File: src/rtl/clkout_pkg.sv
package clkout_pkg;

    localparam int RATIO_W = 14;

    typedef struct packed {
        logic [2:0] pre;
        logic       fast;
        logic [2:0] post;
        logic       en;
    } ctrl_t;

    typedef enum logic [2:0] {
        PH_OFF,
        PH_SYNC,
        PH_HIGH,
        PH_LOW,
        PH_PULSE
    } phase_t;

    function automatic logic [RATIO_W-1:0] div_ratio(input ctrl_t c);
        logic [RATIO_W-1:0] base;
        if (!c.fast)
            base = RATIO_W'(1);
        else if (c.pre == 3'd7)
            base = RATIO_W'(122);
        else
            base = RATIO_W'(1) << c.pre;
        return base << c.post;
    endfunction

endpackage

File: src/rtl/clkout_regs.sv
module clkout_regs
    import clkout_pkg::*;
#(
    parameter int NUM_CH = 3,
    parameter int ADDR_W = 2
) (
    input  logic              clk,
    input  logic              rst_n,
    input  logic              wr_en,
    input  logic [ADDR_W-1:0] wr_addr,
    input  logic [7:0]        wr_data,
    input  logic [ADDR_W-1:0] rd_addr,
    output logic [7:0]        rd_data,
    output ctrl_t             ctrl_o [NUM_CH]
);

    ctrl_t ctrl_q [NUM_CH];

    for (genvar i = 0; i < NUM_CH; i++) begin : g_reg
        always_ff @(posedge clk or negedge rst_n) begin
            if (!rst_n)
                ctrl_q[i] <= '0;
            else if (wr_en && int'(wr_addr) == i)
                ctrl_q[i] <= ctrl_t'(wr_data);
        end
        assign ctrl_o[i] = ctrl_q[i];
    end

    always_comb begin
        rd_data = 8'h00;
        for (int i = 0; i < NUM_CH; i++)
            if (int'(rd_addr) == i)
                rd_data = ctrl_q[i];
    end

endmodule

File: src/rtl/clkout_chan.sv
module clkout_chan
    import clkout_pkg::*;
(
    input  logic   clk,
    input  logic   rst_n,
    input  logic   slow_tick,
    input  logic   fast_tick,
    input  ctrl_t  ctrl_i,
    output logic   out_o,
    output phase_t phase_o,
    output ctrl_t  act_o
);

    phase_t             state_q, state_d;
    ctrl_t              act_q, act_d;
    logic [RATIO_W-1:0] cnt_q, cnt_d;
    logic               pulse_q, pulse_d;

    logic               tick;
    logic [RATIO_W-1:0] ratio_cur, ratio_new, hi_len, lo_len;

    always_comb begin
        tick      = act_q.fast ? fast_tick : slow_tick;
        ratio_cur = div_ratio(act_q);
        ratio_new = div_ratio(ctrl_i);
        hi_len    = ratio_cur >> 1;
        lo_len    = ratio_cur - hi_len;
    end

    always_comb begin
        state_d = state_q;
        act_d   = act_q;
        cnt_d   = cnt_q;
        pulse_d = 1'b0;
        if (!ctrl_i.en) begin
            state_d = PH_OFF;
        end else begin
            unique case (state_q)
                PH_OFF: begin
                    act_d   = ctrl_i;
                    state_d = PH_SYNC;
                end
                PH_SYNC: begin
                    if (tick) begin
                        cnt_d = '0;
                        if (ratio_cur == RATIO_W'(1)) begin
                            state_d = PH_PULSE;
                            pulse_d = 1'b1;
                        end else begin
                            state_d = PH_HIGH;
                        end
                    end
                end
                PH_HIGH: begin
                    if (tick) begin
                        if (cnt_q == hi_len - RATIO_W'(1)) begin
                            state_d = PH_LOW;
                            cnt_d   = '0;
                        end else begin
                            cnt_d = cnt_q + RATIO_W'(1);
                        end
                    end
                end
                PH_LOW: begin
                    if (tick) begin
                        if (cnt_q == lo_len - RATIO_W'(1)) begin
                            act_d = ctrl_i;
                            cnt_d = '0;
                            if (ratio_new == RATIO_W'(1)) begin
                                state_d = PH_PULSE;
                                pulse_d = 1'b1;
                            end else begin
                                state_d = PH_HIGH;
                            end
                        end else begin
                            cnt_d = cnt_q + RATIO_W'(1);
                        end
                    end
                end
                PH_PULSE: begin
                    if (tick) begin
                        act_d = ctrl_i;
                        cnt_d = '0;
                        if (ratio_new == RATIO_W'(1))
                            pulse_d = 1'b1;
                        else
                            state_d = PH_HIGH;
                    end
                end
                default: state_d = PH_OFF;
            endcase
        end
    end

    always_ff @(posedge clk or negedge rst_n) begin
        if (!rst_n) begin
            state_q <= PH_OFF;
            act_q   <= '0;
            cnt_q   <= '0;
            pulse_q <= 1'b0;
        end else begin
            state_q <= state_d;
            act_q   <= act_d;
            cnt_q   <= cnt_d;
            pulse_q <= pulse_d;
        end
    end

    always_comb begin
        out_o   = (state_q == PH_HIGH) || (state_q == PH_PULSE && pulse_q);
        phase_o = state_q;
        act_o   = act_q;
    end

endmodule

File: src/rtl/clkout_bank.sv
module clkout_bank
    import clkout_pkg::*;
#(
    parameter int NUM_CH = 3,
    parameter int ADDR_W = 2
) (
    input  logic              clk,
    input  logic              rst_n,
    input  logic              slow_tick,
    input  logic              fast_tick,
    input  logic              wr_en,
    input  logic [ADDR_W-1:0] wr_addr,
    input  logic [7:0]        wr_data,
    input  logic [ADDR_W-1:0] rd_addr,
    output logic [7:0]        rd_data,
    output logic [NUM_CH-1:0] clk_out
);

    ctrl_t  ctrl_w  [NUM_CH];
    phase_t phase_w [NUM_CH];
    ctrl_t  act_w   [NUM_CH];

    clkout_regs #(.NUM_CH(NUM_CH), .ADDR_W(ADDR_W)) regs_i (
        .clk     (clk),
        .rst_n   (rst_n),
        .wr_en   (wr_en),
        .wr_addr (wr_addr),
        .wr_data (wr_data),
        .rd_addr (rd_addr),
        .rd_data (rd_data),
        .ctrl_o  (ctrl_w)
    );

    for (genvar i = 0; i < NUM_CH; i++) begin : g_ch
        clkout_chan chan_i (
            .clk       (clk),
            .rst_n     (rst_n),
            .slow_tick (slow_tick),
            .fast_tick (fast_tick),
            .ctrl_i    (ctrl_w[i]),
            .out_o     (clk_out[i]),
            .phase_o   (phase_w[i]),
            .act_o     (act_w[i])
        );
    end

endmodule

File: config.mk
export PLATFORM = sky130hd
export DESIGN_NAME = clkout_bank
export DESIGN_NICKNAME = d
export VERILOG_FILES = /design/src/rtl/clkout_pkg.sv /design/src/rtl/clkout_regs.sv /design/src/rtl/clkout_chan.sv /design/src/rtl/clkout_bank.sv
export SDC_FILE = /design/constraint.sdc
export NUM_CORES = 1
export LEC_CHECK = 0
export ABC_AREA = 1
export BUFFER_PORTS_ARGS = -buffer_cell sky130_fd_sc_hd__buf_2
export CAP_MARGIN = 20
export CELL_PAD_IN_SITES_DETAIL_PLACEMENT = 1
export CELL_PAD_IN_SITES_GLOBAL_PLACEMENT = 2
export CORE_MARGIN = 2
export CORE_UTILIZATION = 32
export DETAILED_ROUTE_END_ITERATION = 16
export HOLD_SLACK_MARGIN = 0.08
export PLACE_DENSITY = 0.78
export SKIP_LAST_GASP = 1
export SLEW_MARGIN = 0
export SYNTH_ARGS = -nofsm -noshare
export SYNTH_HDL_FRONTEND = slang
export SYNTH_SLANG_ARGS = --single-unit
File: constraint.sdc
create_clock -name clk -period 3.1 [get_ports clk]
set_input_delay 0.93 -clock clk [delete_from_list [all_inputs] [get_ports clk]]
set_output_delay 0.93 -clock clk [all_outputs]
set_load 0.03 [all_outputs]
==> results of run 1 <==
==> registers in the layout, summed over array words and instances (netlist names) <==
signal / flops
g_ch.chan_i.cnt_q: 42
regs_i.ctrl_o: 24
g_ch.chan_i.act_o: 21
g_ch.chan_i.phase_o: 9
g_ch.chan_i.pulse_q: 3
==> stage by stage <==
step	setup TNS, ns	instances
after floorplan	0	1859
after global placement	-29.09	2560
after global routing	-36.84	2640
final	-23.04	2640
after CTS	-10.54	2612
after detailed placement	-36.98	2560
==> per-layer routing <==
layer  wire length [um]  part of all wire [%]
met3                758                   1.7
met4                535                   1.2
met1              20700                    46
met5                  0                     0
met2              22800                    51
==> timing repair <==
action	in CTS	in global routing
gates resized for setup	362	240
gates cloned	4	2
endpoints found under the setup margin	75	75
pin swaps	115	143
buffers inserted	32	29
==> cells in the mapped netlist (12+ instances only) <==
library cell | n | area [um2]
inv_1 | 310 | 1160
nor3_1 | 27 | 135
nand4_1 | 30 | 188
o21ai_1 | 13 | 65.1
dfrtp_1 | 99 | 2480
nand2_2 | 16 | 100
nand3_1 | 193 | 966
nor2_1 | 132 | 495
buf_2 | 12 | 60.1
a21oi_1 | 59 | 295
xnor2_1 | 20 | 175
xor2_1 | 82 | 718
nand3b_1 | 15 | 113
o21ai_0 | 56 | 280
nand2_1 | 607 | 2280
ha_1 | 90 | 1130
==> critical path, stage by stage (launching register included) <==
cell and delay, ns:
dfrtp_2 0.48, inv_4 0.10, nand2_4 0.07, nand2_4 0.10
nand3_4 0.08, nand2_2 0.08, nand2_2 0.07, nor2_4 0.15
inv_4 0.07, fa_2 0.59, or2_4 0.12, nand4_1 0.08
nor2_1 0.13, o21ai_1 0.08, nor2_1 0.15, nand3_1 0.14
nor3_2 0.24, nand2_2 0.15, nand2_4 0.14, buf_12 0.13
nand3_4 0.12, nand2_1 0.09, inv_1 0.04
==> worst max-delay path by stage <==
| stage | startpoint | to | depth (start not counted) |
|---|---|---|---|
| global placement | g_ch[0].chan_i.act_o[6] | g_ch[0].chan_i.cnt_q[13] | 23 |
| floorplan | g_ch[1].chan_i.act_o[1] | g_ch[1].chan_i.act_o[7] | 21 |
| global route | g_ch[0].chan_i.act_o[6] | g_ch[0].chan_i.act_o[2] | 26 |
| CTS | g_ch[0].chan_i.act_o[7] | g_ch[0].chan_i.cnt_q[7] | 20 |
| detailed placement | g_ch[0].chan_i.act_o[1] | g_ch[0].chan_i.cnt_q[5] | 22 |
| finish | g_ch[0].chan_i.act_o[7] | g_ch[0].chan_i.cnt_q[12] | 22 |
==> cell type report <==
type | count | area (um2) | area share (%)
clock buffer | 9 | 225 | 1.32
clock inverter | 7 | 86.3 | 0.508
inverter | 322 | 1250 | 7.36
multi-input combinational | 1407 | 9680 | 56.9
sequential | 99 | 2490 | 14.6
tap | 455 | 569 | 3.35
timing repair buffer | 341 | 2710 | 15.9
==> kinds of logic (layout without fill, tap and decap cells) <==
kind of cell | Yosys count | count (layout) | share of synthesized area [%]
AND/OR/NAND/NOR | 1056 | 1059 | 40.2
buffers and inverters | 356 | 679 | 12.4
AO/OA/AOI/OAI | 153 | 153 | 7.27
XOR/XNOR | 102 | 102 | 7.87
flip-flops | 99 | 99 | 21.8
adder cells (fa/ha/maj) | 93 | 93 | 10.4
==> metrics, run 1 <==
path category of the worst min-delay check in2async; DRT Wirelength 44,800 um; worst slew margin relative to its limit 46.1%; number of nets in the finished design 2,290; clock-pin slew reported for the worst setup and hold paths after clock tree synthesis 0.09 ns; synthesis-to-layout area growth 49.7%; Via-to-Cell Ratio roughly 4.9; number of endpoints with negative hold slack in the final report 0; average cell area after synthesis between 6 and 7 um2; IO buf count 27; violations in the final reports negative setup slack; layout cells sized above 1 38.1%; Fin Clk Skew 0.0147 ns; type of the setup path with the least slack reg2reg; Arr. time, crit path 3.79 ns; sequential-to-total area share from yosys stat a little over a fifth; antenna diode instance count 0; number of buffers created by CTS 9; Core Footprint 34,700 um2; WHS 0.376 ns; number of instances in the synthesized netlist 1,859; result of the run complete, but fails checks; clock latency on the worst-skew pair 0.39 ns; Max Cap Violations 0; final antenna-violating net count 0; overall fraction of global-route tracks in use 23.4%; met1 demand-to-capacity share in global routing 31.2%; most used flip-flop cell after synthesis dfrtp_1; clock root buffer master clkbuf_16; number of warning messages in the yosys log 0; met3 track utilization from global routing under 10%; final RePlAce weighted congestion 0.854; GRT overflow 0; DR DRC count 0; met2 demand-to-capacity share in global routing 41.0%; most used routing layer in global routing met2; worst reg2reg startpoint g_ch[0].chan_i.act_o[7]; Final Max Tran Viols 0; capturing element type of the critical path flop; Req. time, crit path 3.39 ns; Finish-stage setup viols 75; vias after detailed routing 13,000; cts-stage hold buffer count 0; Synth async-reset ratio 100%; largest fanout on the critical path 6; capture point of the worst reg-to-reg path g_ch[0].chan_i.cnt_q[12]; wire length of the first global-routing pass 68,900 um; height of the die 192 um; length of the first detailed-routing pass in iterations 5; number of levels in the clock H-tree 3; maximum clock frequency 0.286 GHz; antenna violations before repair 0; fill cell instance count of the final layout 4,463; most common cell after layout, fill and taps aside nand2_1; type of element launching the critical path flop; cell area after synthesis 11,400 um2; setup repair after global routing missed its margin yes; clock tree from TritonCTS yes; Cell variety after synth 46; final HPWL from detailed placement 32,400 um; top-level I/O count 28; maximum clock insertion buffer count 2; Initial DRC Count 460; Post-Place Setup Slack -0.610 ns; leading cell types in the layout, fill and taps excluded nand2_1 (439), buf_4 (284), inv_1 (266); clock tree sinks approximately 100; Worst Setup Slack, final -0.401 ns; transition time at the pin with the least slew margin ~0.8 ns; wire length per cell 17.0 um; depth of the worst register-to-register path 22; die area 37,000 um2; count of flip-flops with a built-in enable after synthesis 0; post-synthesis net count 1,969; placement-stage cell area 13,800 um2; Period minus WS final 3.50 ns; Non-Filler Cell Area, Final approximately 17,000 um2; worst reg2reg setup slack -0.40 ns; Core Rows 68; flop and latch count out of synthesis 99; vias in the first global route 13,500; post-layout utilization of the core 49.0%; horizontal extent of the die between 150 and 200 um; initial core utilization 32.7%; largest net degree at the start of global routing 40; share of the clock period used by the worst path after layout 113%
Power of run 1 is left out: the tool's default activity adds up to more than one toggle a clock period on the data nets, which glitch-free logic cannot reach.
==> inputs of run 2 (changes only) <==
--- a/config.mk
+++ b/config.mk
@@ -9,3 +9,3 @@
 export BUFFER_PORTS_ARGS = -buffer_cell sky130_fd_sc_hd__buf_2
-export CAP_MARGIN = 20
+export CAP_MARGIN = 10
 export CELL_PAD_IN_SITES_DETAIL_PLACEMENT = 1
@@ -13,6 +13,6 @@
 export CORE_MARGIN = 2
-export CORE_UTILIZATION = 32
+export CORE_UTILIZATION = 33
 export DETAILED_ROUTE_END_ITERATION = 16
 export HOLD_SLACK_MARGIN = 0.08
-export PLACE_DENSITY = 0.78
+export PLACE_DENSITY = 0.79
 export SKIP_LAST_GASP = 1
@@ -21,2 +21,3 @@
 export SYNTH_HDL_FRONTEND = slang
+export SYNTH_HIERARCHICAL = 1
 export SYNTH_SLANG_ARGS = --single-unit
--- a/constraint.sdc
+++ b/constraint.sdc
@@ -3,2 +3,2 @@
 set_output_delay 0.93 -clock clk [all_outputs]
-set_load 0.03 [all_outputs]
+set_load 0.1 [all_outputs]
==> run 2 against run 1 <==
Effect of this change:
- wire length up 6.3%
- sequential cell count unchanged
- the run still ends with negative setup slack left
- setup slack worse by 0.058 ns
- first-iteration DRC count up 12%
- synthesized cell count up 6.2%
- critical endpoint is now g_ch[2].chan_i/act_o[5]
- design area up 6.2%
- via count up 7.6%
- non-clock buffer count up 11
- synthesized area up 9.1%
- register-to-register slack worse by 0.06 ns
- worst hold slack better by 0.13 ns
==> metrics, run 2 <==
delay contributed by the slowest stage of the critical path 0.49 ns (-0.10 ns); antenna violations before repair 0 (unchanged); maximum clock frequency 0.281 GHz (-1.6%); average cell area after synthesis 6.27 um2 (+2.7%); final antenna-violating net count 0 (unchanged); Finish-stage setup viols 75 (unchanged); top-level I/O count 28 (unchanged); Fin Clk Skew 0.0132 ns (-0.00155 ns); met1 demand-to-capacity share in global routing 29.0% (-2.2 points); number of endpoints with negative hold slack in the final report 0 (unchanged); Max Cap Violations 0 (unchanged); vias in the first global route 14,600 (+8.4%); die area 39,100 um2 (+5.7%); DR DRC count 0 (unchanged); Initial DRC Count 513 (+12%); met2 demand-to-capacity share in global routing 44.4% (+3.4 points); ordered list of cells on the worst path nand2_4 > nor2_4 > nand2_2 > nand2_2 > inv_2 > nand2_2 > nand2_2 > nand2_2 > nand2_4 > ha_4 > buf_4 > nand4_1 > nor2_1 > nand2_1 > nand4_1 > buf_4 > a21oi_4 > nor2_4 > nand4_4 > buf_12 > o21ai_4 > nand2_2 > nand2_1 > nand2_1; type of the setup path with the least slack reg2reg; Worst Setup Slack, final -0.460 ns (-0.0583 ns); GRT overflow 0 (unchanged); Arr. time, crit path 3.83 ns (+0.04 ns); worst slew margin relative to its limit 28.6% (-17 points); DRT Wirelength 47,700 um (+6.3%); cts-stage hold buffer count 0 (unchanged); Core Rows 70 (+2.9%); number of warning messages in the yosys log 6 (+6); number of buffers created by CTS 9 (unchanged); worst reg2reg startpoint g_ch[2].chan_i/act_o[5]; synthesis-to-layout area growth 45.7%; initial core utilization 33.7% (+0.96 points); post-layout utilization of the core 49.1% (+0.088 points); layout cells sized above 1 40.5% (+2.4 points); vias after detailed routing 13,900 (+7.6%); most used routing layer in global routing met2; Req. time, crit path 3.37 ns (-0.02 ns); flip-flop count of the largest register after layout 42 (unchanged); IO buf count 27 (unchanged); clock root buffer master clkbuf_16; gate family responsible for the most delay along the worst path simple AND/OR/NAND/NOR gates; wire length of the first global-routing pass 74,900 um (+8.8%); Via-to-Cell Ratio 5.03 (+2.5%); overall fraction of global-route tracks in use 23.9% (+0.56 points); post-synthesis net count 2,089 (+6.1%); CP dominant cell by count nand2_2; antenna diode instance count 0 (unchanged); buffer and inverter count on the worst path 4 (unchanged); result of the run complete, but fails checks; number of nets in the finished design 2,414 (+5.4%); largest net degree at the start of global routing 39 (-2.5%); transition time at the pin with the least slew margin 1.07 ns (+0.265 ns); type of element launching the critical path flop; Final Max Tran Viols 0 (unchanged); final HPWL from detailed placement 36,900 um (+14%); setup repair after global routing missed its margin yes; height of the die 198 um (+2.8%); launching element of the worst setup path g_ch[2].chan_i/act_o[5]; Core Footprint 36,800 um2 (+6.0%); worst reg2reg setup slack -0.46 ns (-0.06 ns); largest fanout on the critical path 7 (+1); met3 track utilization from global routing 2.25% (+0.38 points); Period minus WS final 3.56 ns (+0.0583 ns); capturing element type of the critical path flop; final RePlAce weighted congestion 0.881 (+3.2%); number of levels in the clock H-tree 3 (unchanged); clock latency on the worst-skew pair 0.38 ns (about the same); wire length per cell 17.2 um (+1.2%); length of the first detailed-routing pass in iterations 5 (unchanged); path category of the worst min-delay check in2async; master of the slowest instance on the critical path dfrtp_2; clock tree from TritonCTS yes; leading cell types in the layout, fill and taps excluded nand2_1 (452), buf_4 (293), inv_1 (245); violations in the final reports negative setup slack; share of the clock period used by the worst path after layout 115% (+1.9 points); cell area after synthesis 12,400 um2 (+9.1%); most common cell after layout, fill and taps aside nand2_1; clock tree sinks 99 (unchanged); number of instances in the synthesized netlist 1,975 (+6.2%); maximum clock insertion buffer count 2 (unchanged); register with the most flip-flops g_ch.chan_i/cnt_q; clock-pin slew reported for the worst setup and hold paths after clock tree synthesis 0.08 ns (about the same); horizontal extent of the die 198 um (+2.8%)
[run 2: worst paths after layout]
path                                        endpoint  cells past startpoint
max in group asynchronous    g_ch[0].chan_i/act_o[4]                      2
setup / recovery             g_ch[2].chan_i/act_o[5]                     24
setup reg to reg             g_ch[2].chan_i/act_o[5]                     24
hold / removal             g_ch[2].chan_i/phase_o[1]                      1
min in group clk                    regs_i/ctrl_o[4]                      2
hold reg to reg                     regs_i/ctrl_o[4]                      2
[run 2: routing by layer]
metal | part of all wire (%) | vias to the layer above
met4 | 3.0 | 0
li1 | - | 6929
met3 | 1.5 | 79
met5 | 0 | -
met1 | 43 | 6802
met2 | 52 | 131
[run 2: per-stage QoR]
| stage | setup TNS [ns] | cells | hold slack (ns) | instance area, um2 | setup slack, ns |
|---|---|---|---|---|---|
| final | -27.28 | 2773 | 0.507 | 18100 | -0.460 |
| after global routing | -43.86 | 2773 | 0.516 | 18100 | -0.714 |
| after CTS | -20.94 | 2748 | 0.517 | 16800 | -0.438 |
| after detailed placement | -41.55 | 2707 | 0.513 | 15200 | -0.657 |
| after global placement | -34.03 | 2707 | 0.511 | 15200 | -0.599 |
| after floorplan | 0 | 1975 | 0.464 | 12400 | 0.000999 |
[run 2: area by class of cell]
type | instances | area, um2
repair buffers | 352 | 2960
fillers | 4658 | 18700
clock buffers | 11 | 243
clock inverters | 5 | 45.0
flip-flops and latches | 99 | 2490
well taps | 468 | 586
multi-input cells | 1514 | 10500
inverters | 324 | 1250
[run 2: repair_timing]
action | in CTS | in global routing
gates resized for setup | 295 | 271
cloned | 3 | 1
pin swaps | 89 | 124
endpoints found under the setup margin | 75 | 75
setup buffers | 22 | 25
Power of run 2 is left out for the same reason.
